`src/rtl/pit_pkg.sv`:
```
package pit_pkg;
  localparam int BANK_W    = 2;
  localparam int NUM_BANKS = 1 << BANK_W;

  typedef enum logic [1:0] {
    WAYS_ONE  = 2'b00,
    WAYS_TWO  = 2'b01,
    WAYS_FOUR = 2'b10
  } ways_e;

  // number of page-number bits used as bank index
  function automatic logic [1:0] bank_bits(input logic [1:0] cfg);
    case (cfg)
      WAYS_ONE: return 2'd0;
      WAYS_TWO: return 2'd1;
      default:  return 2'd2;
    endcase
  endfunction
endpackage

```
`src/rtl/pit_decode.sv`:
```
module pit_decode
  import pit_pkg::*;
#(
  parameter int ADDR_W = 20,
  parameter int COL_W  = 8,
  localparam int PAGE_W = ADDR_W - COL_W
) (
  input  logic [ADDR_W-1:0]  addr,
  input  logic [1:0]         cfg,
  output logic [BANK_W-1:0]  bank,
  output logic [PAGE_W-1:0]  row,
  output logic [COL_W-1:0]   col
);
  logic [PAGE_W-1:0] page;
  logic [1:0]        k;
  logic [PAGE_W-1:0] mask;

  always_comb begin
    page = addr[ADDR_W-1:COL_W];
    col  = addr[COL_W-1:0];
    k    = bank_bits(cfg);
    mask = (PAGE_W'(1) << k) - PAGE_W'(1);
    row  = page >> k;
    bank = BANK_W'(page & mask);
  end
endmodule

```
`src/rtl/pit_bank_state.sv`:
```
module pit_bank_state
  import pit_pkg::*;
#(
  parameter int ROW_W = 12
) (
  input  logic                            clk,
  input  logic                            rst,
  input  logic                            flush,
  input  logic [NUM_BANKS-1:0]            load,
  input  logic [ROW_W-1:0]                load_row,
  output logic [NUM_BANKS-1:0]            open_q,
  output logic [NUM_BANKS-1:0][ROW_W-1:0] row_q
);
  for (genvar b = 0; b < NUM_BANKS; b++) begin : g_bank
    always_ff @(posedge clk) begin
      if (rst) begin
        open_q[b] <= 1'b0;
        row_q[b]  <= '0;
      end else if (load[b]) begin
        open_q[b] <= 1'b1;
        row_q[b]  <= load_row;
      end else if (flush) begin
        open_q[b] <= 1'b0;
      end
    end
  end
endmodule

```
`src/rtl/pit_stats.sv`:
```
module pit_stats #(
  parameter int CNT_W = 16
) (
  input  logic             clk,
  input  logic             rst,
  input  logic             hit_ev,
  input  logic             miss_ev,
  output logic [CNT_W-1:0] hits,
  output logic [CNT_W-1:0] misses
);
  localparam logic [CNT_W-1:0] TOP = {CNT_W{1'b1}};

  always_ff @(posedge clk) begin
    if (rst) begin
      hits   <= '0;
      misses <= '0;
    end else begin
      if (hit_ev && hits != TOP)    hits   <= hits + 1'b1;
      if (miss_ev && misses != TOP) misses <= misses + 1'b1;
    end
  end
endmodule

```
`src/rtl/page_interleave_tracker.sv`:
```
module page_interleave_tracker
  import pit_pkg::*;
#(
  parameter int ADDR_W = 20,
  parameter int COL_W  = 8,
  parameter int CNT_W  = 16,
  localparam int ROW_W = ADDR_W - COL_W
) (
  input  logic                 clk,
  input  logic                 rst,
  input  logic [1:0]           ways_cfg,
  input  logic                 req_valid,
  input  logic [ADDR_W-1:0]    req_addr,
  output logic                 resp_valid,
  output logic                 resp_hit,
  output logic [BANK_W-1:0]    resp_bank,
  output logic [ROW_W-1:0]     resp_row,
  output logic [COL_W-1:0]     resp_col,
  output logic [NUM_BANKS-1:0] ras_n,
  output logic [NUM_BANKS-1:0] cas_n,
  output logic [CNT_W-1:0]     hit_count,
  output logic [CNT_W-1:0]     miss_count
);
  logic [BANK_W-1:0]            dec_bank;
  logic [ROW_W-1:0]             dec_row;
  logic [COL_W-1:0]             dec_col;
  logic [1:0]                   cfg_q;
  logic                         flush;
  logic [NUM_BANKS-1:0]         open_q, open_eff, open_nxt, load, sel;
  logic [NUM_BANKS-1:0][ROW_W-1:0] row_q;
  logic                         hit, miss;

  pit_decode #(.ADDR_W(ADDR_W), .COL_W(COL_W)) u_dec (
    .addr(req_addr), .cfg(ways_cfg),
    .bank(dec_bank), .row(dec_row), .col(dec_col)
  );

  always_ff @(posedge clk) begin
    if (rst) cfg_q <= ways_cfg;
    else     cfg_q <= ways_cfg;
  end

  always_comb begin
    flush    = !rst && (ways_cfg != cfg_q);
    open_eff = flush ? '0 : open_q;
    sel      = req_valid ? (NUM_BANKS'(1) << dec_bank) : '0;
    hit      = req_valid && open_eff[dec_bank] && (row_q[dec_bank] == dec_row);
    miss     = req_valid && !hit;
    load     = miss ? sel : '0;
    open_nxt = open_eff | load;
  end

  pit_bank_state #(.ROW_W(ROW_W)) u_state (
    .clk(clk), .rst(rst), .flush(flush),
    .load(load), .load_row(dec_row),
    .open_q(open_q), .row_q(row_q)
  );

  always_ff @(posedge clk) begin
    if (rst) begin
      resp_valid <= 1'b0;
      resp_hit   <= 1'b0;
      resp_bank  <= '0;
      resp_row   <= '0;
      resp_col   <= '0;
      ras_n      <= '1;
      cas_n      <= '1;
    end else begin
      resp_valid <= req_valid;
      resp_hit   <= hit;
      resp_bank  <= dec_bank;
      resp_row   <= dec_row;
      resp_col   <= dec_col;
      ras_n      <= ~open_nxt | (miss ? sel : '0);
      cas_n      <= ~(hit ? sel : '0);
    end
  end

  pit_stats #(.CNT_W(CNT_W)) u_stats (
    .clk(clk), .rst(rst), .hit_ev(hit), .miss_ev(miss),
    .hits(hit_count), .misses(miss_count)
  );
endmodule

```
`config.mk`:
```
export PLATFORM = sky130hd
export DESIGN_NAME = page_interleave_tracker
export DESIGN_NICKNAME = d
export VERILOG_FILES = /design/src/rtl/pit_pkg.sv /design/src/rtl/pit_decode.sv /design/src/rtl/pit_bank_state.sv /design/src/rtl/pit_stats.sv /design/src/rtl/page_interleave_tracker.sv
export SDC_FILE = /design/constraint.sdc
export NUM_CORES = 1
export LEC_CHECK = 0
export ABC_AREA = 1
export BUFFER_PORTS_ARGS = -buffer_cell sky130_fd_sc_hd__clkbuf_2
export CORE_ASPECT_RATIO = 0.5
export CORE_MARGIN = 3
export CORE_UTILIZATION = 57
export DETAILED_ROUTE_END_ITERATION = 10
export PLACE_DENSITY = 0.86
export SYNTH_ARGS = -nofsm -noshare
export SYNTH_HDL_FRONTEND = slang
export SYNTH_SLANG_ARGS = --single-unit
```
`constraint.sdc`:
```
create_clock -name clk -period 3 [get_ports clk]
set_input_delay 0.6 -clock clk [delete_from_list [all_inputs] [get_ports clk]]
set_output_delay 0.6 -clock clk [all_outputs]
set_load 0.05 [all_outputs]
```
==> metrics.md <==
| Metric | Value |
|---|---|
| Antenna Diode Count | 0 |
| CP Capture Type | flip-flop |
| # DRC | 0 |
| Hold WC Path Type | in2reg |
| Site row count | 25 |
| Crit path launch type | input port |
| Slew @ Worst Pin | 0.988 ns |
| Seq cells post-synth | 118 |
| Die area | between 10000 and 15000 um2 |
| Routed WL | around 18 mm |
| Core Util, Final | between 70 and 80% |
| Placer congestion estimate | 0.959 |
| Syn_nets | roughly 950 |
| GRT Util Overall | a little under a third |
| Maximum root-to-sink buffer count | 2 |
| Clock Latency Late Sink | around 0.42 ns |
| CP max FO | 18 |
| Final HPWL DP | ~12 mm |
| Reg area | 2360 um2 |
| Setup Buffers After CTS | 0 |
| Clk sink count | about 120 |
| Post-DR wirelength/cell | 15.4 um |
| Congestion Overflow GR | 0 |
| First-pass GRT wire length | between 20 and 30 mm |
| Most frequent cell after synthesis | nand2_1 |
| Slew Limit Fails | 0 |
| Final #Nets | 1052 |
| Via Count | around 6500 |
| Largest area contributor in the netlist | dfxtp_1 |
| Via density | between 5 and 6 |
| Yosys warning count | 0 |
| IO buf count | between 80 and 90 |
| Slew HR | 33.3% |
| Clock skew | about 0.0065 ns |
| Hold buffers post-CTS | 0 |
| Setup violators final | 0 |
| Root buffer cell | clkbuf_16 |
| Post-synthesis cell count | just over 900 |
| Leak pwr | around 0.0033 uW |
| ANT nets after route | 0 |
| Yosys cell types | 28 |
| Largest net degree at the start of global routing | 77 |
| DRT Pass-1 Iters | 7 |
| DRT iter0 DRCs | 801 |
| Io pins | between 80 and 90 |
| H-tree depth | 4 |
| Synth cell count leaders | nand2_1 (230), nor2_1 (171), dfxtp_1 (118) |
| Final hold vios | 0 |
| Clk slew on worst S/H paths | approximately 0.050 ns |
| Initial antenna violation count | 0 |
| Filler cell count | about 780 |
| Required time of the critical path | around 3.3 ns |
| Worst EP arrival | ~3.0 ns |
| Synthesized cell area | 6030 um2 |
| Status | complete, no violations |
| Max Cap Viol | 0 |
| Avg Cell Area, Syn | approximately 6.5 um2 |
| Dpl ws | roughly 0.13 ns |
| Vias in the first global route | slightly below 6000 |
| Number of flops mapped to enable cells by yosys | 0 |
| Max frequency | 375 MHz |
| Asr flop ratio synth | 0% |
| Sequential-to-total area share from yosys stat | around two fifths |
| Crit path kind | in2reg |
| Placeable Area | 9850 um2 |
| TritonCTS clock tree | built |
| Primary FF master, synth | dfxtp_1 |
| Top-area cell type share of the netlist area | 39.2% |
| Tmin final | 2.67 ns |
| Fraction of layout cells with a size suffix above 1 | 17.6% |
| Fin crit share | ~89% |
| Pwr/cell area | 562 nW/um2 |
| VDD IR max | around 0.37 mV |
| Die outline height | between 70 and 80 um |
| RSZ-0062 raised after global routing | false |
| Setup WS post-layout | ~0.33 ns |
| Initial core utilization | 61.2% |
| PostCTS Resize Cnt | 0 |
| Chip width | 151 um |
| Multi-input gate area | slightly above 3000 um2 |
| Area grow syn2layout | 20.0% |
| Post-Route Setup TNS | 0 ns |
| Num CTS Buffers | 17 |
| Top cells by area, synth | dfxtp_1 (39%), nand2_1 (14%), nor2_1 (11%), nand3_1 (8.1%), inv_1 (5.5%) |
[final timing paths]
path                  endpoint              start  slack [ns]  cells after the start
max           u_state.row_q[7]        ways_cfg[1]        0.33                     13
min                resp_col[4]        req_addr[4]        0.37                      3
max reg2reg  u_stats.misses[1]  u_stats.misses[0]        0.59                      9
min reg2reg           ras_n[3]  u_state.open_q[3]        0.41                      1
[worst max-delay path, stage by stage]
cell      delay (ns)
clkbuf_2        0.18
nor2_2          0.12
nor2_4          0.42
nand3_1         0.17
nand3_1         0.15
nand2_1         0.06
nand2_1         0.12
nand2_1         0.12
nor3_4          0.30
nand2_4         0.12
nand2_2         0.34
nand2_1         0.10
a21oi_1         0.18
[per-layer routing]
metal / wire [um] / share of wire (%) / track usage, % / vias up
met5: 0 / 0 / 0 / -
met4: 721 / 4.0 / 13.5 / 0
met3: 2180 / 12 / 8.61 / 94
met2: 7860 / 44 / 48.2 / 407
met1: 7250 / 40 / 40.2 / 2895
li1: - / - / - / 3142
[flip-flops by register name, indices dropped and copies added, names as in the netlist]
signal and cells:
resp_hit 1, resp_col 8, resp_valid 1, resp_bank 2
cas_n 4, u_stats.misses 16, u_state.open_q 4, u_stats.hits 16
resp_row 12, cfg_q 2, ras_n 4, u_state.row_q 48
[metrics by stage]
step,std cells,instance area [um2],total power [uW],hold WS (ns)
global route,1169,7230,4180,0.374
global placement,1141,6700,2160,0.397
CTS,1169,7230,4050,0.369
floorplan,924,6030,2030,0.384
finish,1169,7230,4070,0.371
detailed placement,1141,6700,2180,0.402
[layout make-up]
class                   instances  area share [%]
flip-flops and latches        118            32.7
well taps                     135            2.33
clock buffers                  23            6.75
repair buffers                122            9.79
multi-input cells             673            43.0
inverters                      93            4.83
clock inverters                 5           0.692
[logic make-up (layout without fill, tap and decap cells)]
logic type	count (synthesis)	count (layout)	synth area share (%)
simple gates	568	568	41.1
buf+inv	133	243	9.24
flops	118	118	39.2
compound gates	80	80	6.71
xor+xnor	23	23	3.34
fa+ha+maj	2	2	0.415
[where the power goes]
group	switching [uW]	internal, uW	total (uW)	leakage [uW]
combinational	371	144	515	0.00209
clock	698	1200	1900	0.000270
sequential	30.2	1620	1650	0.000963
[cells in the final DEF, fill, tap and decap left out]
cell type | netlist | final
a41oi_1 | 1 | 1
xor2_1 | 12 | 12
nand3_1 | 98 | 98
dfxtp_1 | 118 | 118
nor2_4 | 4 | 4
nor4_1 | 3 | 3
nor2_1 | 171 | 171
buf_12 | 0 | 1
inv_2 | 4 | 4
inv_1 | 89 | 89
nand2_1 | 230 | 230
buf_4 | 5 | 33
nand2_4 | 3 | 3
nand4_1 | 29 | 29
a21oi_1 | 47 | 47
clkbuf_1 | 15 | 2
clkbuf_16 | 0 | 17
clkbuf_8 | 0 | 4
ha_1 | 2 | 2
nor3_4 | 1 | 1
bufinv_16 | 0 | 1
nor3b_1 | 1 | 1
clkbuf_2 | 0 | 88
o21ai_0 | 32 | 32
nor3_1 | 6 | 6
nand2_2 | 8 | 8
nor2_2 | 9 | 9
or2_2 | 2 | 2
nor3_2 | 3 | 3
clkinv_2 | 0 | 4
xnor2_1 | 11 | 11
Power figures use the tool's default switching activity.
